<file path="config.mk">
export PLATFORM = sky130hd
export DESIGN_NAME = i2c_reg_target
export DESIGN_NICKNAME = d
export VERILOG_FILES = /design/src/rtl/i2c_tgt_pkg.sv /design/src/rtl/i2c_line_sync.sv /design/src/rtl/i2c_stuck_timer.sv /design/src/rtl/i2c_read_stager.sv /design/src/rtl/i2c_reg_target.sv
export SDC_FILE = /design/constraint.sdc
export NUM_CORES = 1
export LEC_CHECK = 0
export CAP_MARGIN = 20
export CORE_MARGIN = 2
export CORE_UTILIZATION = 55
export CTS_CLUSTER_DIAMETER = 120
export CTS_CLUSTER_SIZE = 40
export DETAILED_ROUTE_END_ITERATION = 7
export PLACE_DENSITY = 0.76
export SYNTH_ARGS = -nofsm -noshare
export SYNTH_HDL_FRONTEND = slang
export SYNTH_SLANG_ARGS = --single-unit
export TNS_END_PERCENT = 30
</file>
<file path="constraint.sdc">
create_clock -name clk -period 4.85 [get_ports clk]
set_input_delay 1.2125 -clock clk [delete_from_list [all_inputs] [get_ports clk]]
set_output_delay 1.2125 -clock clk [all_outputs]
set_load 0.05 [all_outputs]
</file>
<file path="src/rtl/i2c_tgt_pkg.sv">
package i2c_tgt_pkg;

  typedef enum logic [3:0] {
    ST_IDLE,
    ST_ADDR,
    ST_ADDR_ACK,
    ST_CMD,
    ST_CMD_ACK,
    ST_WDATA,
    ST_WDATA_ACK,
    ST_RDATA,
    ST_RDATA_ACK,
    ST_HOLD
  } tgt_state_e;

  typedef struct packed {
    logic start;
    logic stop;
    logic rise;
    logic fall;
  } bus_evt_t;

endpackage

</file>
<file path="src/rtl/i2c_line_sync.sv">
module i2c_line_sync
  import i2c_tgt_pkg::*;
#(
  parameter int SYNC_STAGES = 2
) (
  input  logic     clk,
  input  logic     rst_n,
  input  logic     scl_i,
  input  logic     sda_i,
  output logic     scl_s,
  output logic     sda_s,
  output bus_evt_t evt
);

  logic [SYNC_STAGES-1:0] scl_ff, sda_ff;
  logic                   scl_q, sda_q;

  always_ff @(posedge clk or negedge rst_n) begin
    if (!rst_n) begin
      scl_ff <= '1;
      sda_ff <= '1;
      scl_q  <= 1'b1;
      sda_q  <= 1'b1;
    end else begin
      scl_ff <= {scl_ff[SYNC_STAGES-2:0], scl_i};
      sda_ff <= {sda_ff[SYNC_STAGES-2:0], sda_i};
      scl_q  <= scl_ff[SYNC_STAGES-1];
      sda_q  <= sda_ff[SYNC_STAGES-1];
    end
  end

  assign scl_s     = scl_ff[SYNC_STAGES-1];
  assign sda_s     = sda_ff[SYNC_STAGES-1];
  assign evt.rise  = scl_s & ~scl_q;
  assign evt.fall  = ~scl_s & scl_q;
  assign evt.start = scl_s & scl_q & sda_q & ~sda_s;
  assign evt.stop  = scl_s & scl_q & ~sda_q & sda_s;

endmodule

</file>
<file path="src/rtl/i2c_stuck_timer.sv">
module i2c_stuck_timer #(
  parameter int LIMIT = 2000
) (
  input  logic clk,
  input  logic rst_n,
  input  logic scl_s,
  input  logic sda_s,
  input  logic scl_edge,
  output logic expired
);

  localparam int CW = $clog2(LIMIT + 1);

  logic [CW-1:0] cnt;
  logic          fired;

  assign expired = (cnt == CW'(LIMIT)) && !fired;

  always_ff @(posedge clk or negedge rst_n) begin
    if (!rst_n) begin
      cnt   <= '0;
      fired <= 1'b0;
    end else if (scl_edge || (scl_s && sda_s)) begin
      cnt   <= '0;
      fired <= 1'b0;
    end else begin
      if (cnt != CW'(LIMIT)) cnt <= cnt + CW'(1);
      if (expired) fired <= 1'b1;
    end
  end

endmodule

</file>
<file path="src/rtl/i2c_read_stager.sv">
module i2c_read_stager #(
  parameter int AW = 8,
  parameter int DW = 8
) (
  input  logic            clk,
  input  logic            rst_n,
  input  logic            fetch,
  input  logic [AW-1:0]   fetch_addr,
  input  logic [2*DW-1:0] rd_data,
  output logic            rd_en,
  output logic [AW-1:0]   rd_addr,
  output logic [2*DW-1:0] pair
);

  logic pend;

  always_ff @(posedge clk or negedge rst_n) begin
    if (!rst_n) begin
      rd_en   <= 1'b0;
      rd_addr <= '0;
      pend    <= 1'b0;
      pair    <= '0;
    end else begin
      rd_en <= fetch;
      pend  <= rd_en;
      if (fetch) rd_addr <= fetch_addr;
      if (pend)  pair    <= rd_data;
    end
  end

endmodule

</file>
<file path="src/rtl/i2c_reg_target.sv">
module i2c_reg_target
  import i2c_tgt_pkg::*;
#(
  parameter logic [6:0]           TARGET_ADDR  = 7'h55,
  parameter int                   REG_DEPTH    = 128,
  parameter int                   STUCK_CYCLES = 2000,
  parameter logic [REG_DEPTH-1:0] RO_MASK      = '0
) (
  input  logic        clk,
  input  logic        rst_n,
  input  logic        scl_i,
  input  logic        sda_i,
  output logic        sda_oe,
  output logic [7:0]  reg_addr,
  output logic        reg_rd_en,
  input  logic [15:0] reg_rdata,
  output logic        reg_wr_en,
  output logic [7:0]  reg_wdata
);

  localparam int PW = $clog2(REG_DEPTH);
  localparam int AW = 8;
  localparam int DW = 8;

  logic       scl_s, sda_s, bus_timeout;
  bus_evt_t   evt;
  tgt_state_e state;
  logic [3:0] bitcnt;
  logic [7:0] shreg, tx, odd_byte;
  logic [PW-1:0] ptr;
  logic       rw, ack_drv, first_wr, host_ack, have_odd;
  logic       fetch_q;
  logic [AW-1:0] wr_addr_q, rd_addr;
  logic [2*DW-1:0] pair;

  i2c_line_sync #(.SYNC_STAGES(2)) u_sync (
    .clk(clk), .rst_n(rst_n), .scl_i(scl_i), .sda_i(sda_i),
    .scl_s(scl_s), .sda_s(sda_s), .evt(evt)
  );

  i2c_stuck_timer #(.LIMIT(STUCK_CYCLES)) u_timer (
    .clk(clk), .rst_n(rst_n), .scl_s(scl_s), .sda_s(sda_s),
    .scl_edge(evt.rise | evt.fall), .expired(bus_timeout)
  );

  i2c_read_stager #(.AW(AW), .DW(DW)) u_stage (
    .clk(clk), .rst_n(rst_n), .fetch(fetch_q), .fetch_addr(AW'(ptr)),
    .rd_data(reg_rdata), .rd_en(reg_rd_en), .rd_addr(rd_addr), .pair(pair)
  );

  // Decode of the byte just shifted in and of read progress
  logic byte_done, addr_hit, cmd_ok, wr_accept, set_ptr, load_byte;
  logic tx_shift, fetch_now, clear_odd;

  assign byte_done = evt.fall && (bitcnt == 4'd8);
  assign addr_hit  = (shreg[7:1] == TARGET_ADDR);
  assign cmd_ok    = (int'(shreg) < REG_DEPTH);
  assign wr_accept = (state == ST_WDATA) && byte_done && first_wr && !RO_MASK[ptr];
  assign set_ptr   = (state == ST_CMD) && byte_done && cmd_ok;
  assign load_byte = evt.fall && (((state == ST_ADDR_ACK) && rw) ||
                                  ((state == ST_RDATA_ACK) && host_ack));
  assign tx_shift  = (state == ST_RDATA) && evt.fall && (bitcnt != 4'd7);
  assign fetch_now = ((state == ST_ADDR) && byte_done && addr_hit && shreg[0]) ||
                     ((state == ST_RDATA) && evt.fall && (bitcnt == 4'd7) && !have_odd);
  assign clear_odd = evt.start || evt.stop || bus_timeout;

  // Protocol sequencing
  always_ff @(posedge clk or negedge rst_n) begin
    if (!rst_n) begin
      state    <= ST_IDLE;
      bitcnt   <= '0;
      shreg    <= '0;
      rw       <= 1'b0;
      ack_drv  <= 1'b0;
      first_wr <= 1'b0;
      host_ack <= 1'b0;
    end else if (bus_timeout || evt.stop) begin
      state   <= ST_IDLE;
      ack_drv <= 1'b0;
    end else if (evt.start) begin
      state   <= ST_ADDR;
      bitcnt  <= '0;
      ack_drv <= 1'b0;
    end else begin
      case (state)
        ST_ADDR, ST_CMD, ST_WDATA: begin
          if (evt.rise && bitcnt != 4'd8) begin
            shreg  <= {shreg[6:0], sda_s};
            bitcnt <= bitcnt + 4'd1;
          end
          if (byte_done) begin
            if (state == ST_ADDR) begin
              rw      <= shreg[0];
              ack_drv <= addr_hit;
              state   <= addr_hit ? ST_ADDR_ACK : ST_HOLD;
            end else if (state == ST_CMD) begin
              ack_drv <= cmd_ok;
              state   <= cmd_ok ? ST_CMD_ACK : ST_HOLD;
            end else begin
              ack_drv  <= wr_accept;
              first_wr <= 1'b0;
              state    <= ST_WDATA_ACK;
            end
          end
        end
        ST_ADDR_ACK: if (evt.fall) begin
          ack_drv  <= 1'b0;
          bitcnt   <= '0;
          first_wr <= 1'b1;
          state    <= rw ? ST_RDATA : ST_CMD;
        end
        ST_CMD_ACK, ST_WDATA_ACK: if (evt.fall) begin
          ack_drv <= 1'b0;
          bitcnt  <= '0;
          state   <= ST_WDATA;
        end
        ST_RDATA: if (evt.fall) begin
          if (bitcnt == 4'd7) begin
            bitcnt <= '0;
            state  <= ST_RDATA_ACK;
          end else begin
            bitcnt <= bitcnt + 4'd1;
          end
        end
        ST_RDATA_ACK: begin
          if (evt.rise) host_ack <= ~sda_s;
          if (evt.fall) state <= host_ack ? ST_RDATA : ST_HOLD;
        end
        default: ;
      endcase
    end
  end

  // Pointer, transmit byte, odd-byte snapshot and write strobe
  always_ff @(posedge clk or negedge rst_n) begin
    if (!rst_n) begin
      ptr       <= '0;
      tx        <= 8'hFF;
      odd_byte  <= '0;
      have_odd  <= 1'b0;
      fetch_q   <= 1'b0;
      reg_wr_en <= 1'b0;
      wr_addr_q <= '0;
      reg_wdata <= '0;
    end else begin
      fetch_q   <= fetch_now;
      reg_wr_en <= wr_accept;
      if (wr_accept) begin
        wr_addr_q <= AW'(ptr);
        reg_wdata <= shreg;
        ptr       <= ptr + PW'(1);
      end
      if (set_ptr) ptr <= shreg[PW-1:0];
      if (tx_shift) tx <= {tx[6:0], 1'b1};
      if (clear_odd) begin
        have_odd <= 1'b0;
      end else if (load_byte) begin
        if (have_odd) begin
          tx       <= odd_byte;
          have_odd <= 1'b0;
        end else begin
          tx <= pair[7:0];
          if (!ptr[0]) begin
            odd_byte <= pair[15:8];
            have_odd <= 1'b1;
            ptr      <= ptr + PW'(2);
          end else begin
            ptr <= ptr + PW'(1);
          end
        end
      end
    end
  end

  assign reg_addr = reg_wr_en ? wr_addr_q : rd_addr;
  assign sda_oe   = (ack_drv && (state == ST_ADDR_ACK || state == ST_CMD_ACK ||
                                 state == ST_WDATA_ACK)) ||
                    ((state == ST_RDATA) && !tx[7]);

endmodule

</file>
==> impl_results.md <==
- Number of global-route vias before repair: 3564
- Delay-heaviest family, CP: buffers and inverters
- Cts repair resizes: 0
- Minimum clock period: 3.797 ns
- Vias per cell: 5.736
- Largest net degree at the start of global routing: 83
- Top_reg_cell synth: dfrtp_1
- Number of diodes: 0
- Fill cells: 704
- Slew @ Worst Pin: 0.8684 ns
- TritonCTS Buffers: 9
- PD cells: 392.2 mW/mm²
- Setup skew after layout: 0.01805 ns
- Layout Nets: 523
- Number of port buffers: 37
- Outcome: completed
- Setup bufs post-CTS: 0
- Post-route DRC: 0
- Post-CTS Hold Buffers: 0
- Wirelength, routed: 9.959 mm
- Post-synth ARST share: 100.0%
- Die ar.: 0.01029 mm²
- GP Congestion: 0.8924
- CP endpoint kind: output port
- Crit Path Category: flip-flop to output port
- Register area share after synthesis: 50.18%
- CP startpoint: state[1]$_DFFE_PN0P_
- Die Y: 101.4 µm
- Htree depth: 3
- Final hold vios: 0
- Root Buffer: clkbuf_8
- Clk buf depth: 2
- Pre-antenna DRT Iters: 4
- Final HPWL DP: 6.914 mm
- Flops & latches, synth: 104
- Yosys cell types: 67
- Clock tree sinks: 104
- Cell row count: 35
- Slew headroom: 41.57%
- Routed vias: 3591
- Commonest cells in the netlist: 90 x dfrtp_1, 63 x mux2_2, 29 x nor2_1, 26 x a21oi_1, 25 x nand2_1
- Starting DRT DRC Count: 122
- Top Ports: 39
- WL/cell: 15.91 µm
- Most common cell in the netlist: dfrtp_1
- TritonCTS clock tree: done
- Share of cells above drive strength 1: 22.33%
- Antenna Violating Nets Remaining: 0
- Clock transition at path regs: 0.11 ns
- CP required: 3.64 ns
- Tcrit/Tclk final: 78.29%
- Worst VDD drop: 0.0002015 V
- Slowest-stage cell, CP: clkdlybuf4s50_1
- Worst min path class: flip-flop to flip-flop
- Chip width: 101.4 µm
- RSZ-0062 raised after global routing: false
- Mapped Cells: 464
- Syn nets: 495
- Setup TNS: 0 ns
- Largest area contributor in the synthesized netlist: dfrtp_1
- Core ar.: 0.009240 mm²
- Initial antenna violation count: 0
- Max cap viols: 0
- Top cells by area, synth: dfrtp_1 43%, mux2_2 14%, dfstp_2 7.0%
- Fin util: 63.82%
- Initial core utilization: 56.51%
- Hold_sp: u_sync.sda_ff[0]$_DFF_PN1_
- Post-synthesis area per instance: 11.25 µm²
- Max Clk Rate: 0.2634 GHz
- Synth top area share: 43.13%
- Startpoint class of the critical path: flip-flop
- # setup viols final: 0
- First-pass GRT wire length: 16.97 mm
- Post-synth EDFFs: 0
- Area delta synth->final: 12.94%
- Total gr overflow: 0
- Reg2Reg Launch Point: u_sync.scl_q$_DFF_PN1_
- Critical-path cell list: nor2_1 > nor3_1 > nand2_1 > o21ai_0 > clkdlybuf4s50_1
- CP arrival: 2.58 ns
- Pleak: 2.684 nW
- Cell Area, Synth: 0.005221 mm²
- Clk Latency, worst-skew pair: 0.37 ns
- Gr usage total: 20.73%
- Slew Viols, Final: 0
- CP max FO: 22
- Max stage delay on crit path: 0.84 ns
- Yosys warns: 0
- CP bufs+invs: 1
[per-layer routing]
layer / wire [µm] / track usage (%) / share of wire, % / up-vias
met5: 0 / 0 / 0 / -
met1: 4389 / 27.21 / 44 / 1788
met3: 402 / 3.313 / 4.0 / 9
li1: - / - / - / 1717
met2: 5073 / 35.51 / 51 / 77
met4: 94 / 6.445 / 0.94 / 0
[logic make-up (layout without fill, tap and decap cells)]
family	count (synthesis)	count (layout)	share of synthesized area (%)
and+or+nand+nor	147	147	16.13
buffers and inverters	39	72	3.331
DFF	104	104	50.18
other	1	1	0.07182
xor gates and xnor gates	12	12	2.013
AOI/OAI and AO/OA	72	72	9.177
adders and majority gates	11	11	2.636
muxes	78	78	16.46
[cell usage in the layout (no fill, tap or decap), drive strengths merged, types with 14 or more instances in the layout]
cell type       n
dfrtp          90
mux2           63
clkdlybuf4s50  36
nor2           29
a21oi          26
nand2          26
inv            19
nand3          16
mux2i          15
dfstp          14
nor2b          14
[final timing paths]
check	slack [ns]	endpoint	cells after the start
setup reg to reg	2.32	ptr[5]$_DFF_PN0_	6
max in group asynchronous	3.24	u_sync.scl_q$_DFF_PN1_	3
min in group asynchronous	0.65	bitcnt[3]$_DFFE_PN0P_	1
hold / removal	0.36	u_sync.sda_ff[1]$_DFF_PN1_	0
setup / recovery	1.05	sda_oe	5
hold reg to reg	0.36	u_sync.sda_ff[1]$_DFF_PN1_	0
[layout make-up]
| cell class | count | area [µm²] | share of cell area (%) |
|---|---|---|---|
| repair buffers | 40 | 410.4 | 6.959 |
| clock inverters | 7 | 93.84 | 1.591 |
| multi-input cells | 321 | 2427 | 41.16 |
| flip-flops and latches | 104 | 2620 | 44.43 |
| clock buffers | 9 | 123.9 | 2.101 |
| well taps | 129 | 161.4 | 2.737 |
| inverters | 16 | 60.06 | 1.018 |
[per-stage QoR]
step                      power [mW]  hold slack, ns  setup WS (ns)  cells  cell area, µm²
after floorplan                1.584          0.3452          1.592    464            5221
after global placement         1.717          0.3488          1.526    609            5652
after detailed placement       1.742          0.3478          1.461    609            5652
after CTS                      2.321          0.3647          1.043    625            5869
after global routing           2.444          0.3734         0.8822    626            5897
final                          2.313          0.3635          1.053    626            5897
[flip-flops by register name, summed over array words and instances, names as in the netlist, 4 cells and up]
| register | flops |
|---|---|
| shreg | 8 |
| u_stage.pair | 16 |
| u_timer.cnt | 11 |
| wr_addr_q | 7 |
| u_stage.rd_addr | 7 |
| odd_byte | 8 |
| state | 4 |
| tx | 8 |
| bitcnt | 4 |
| reg_wdata | 8 |
| ptr | 7 |
[power breakdown]
part / total (mW) / switching (mW) / internal, mW
sequential: 1.16 / 0.182 / 0.982
combinational: 0.573 / 0.301 / 0.272
clock: 0.574 / 0.321 / 0.253
Power figures use the tool's default switching activity.
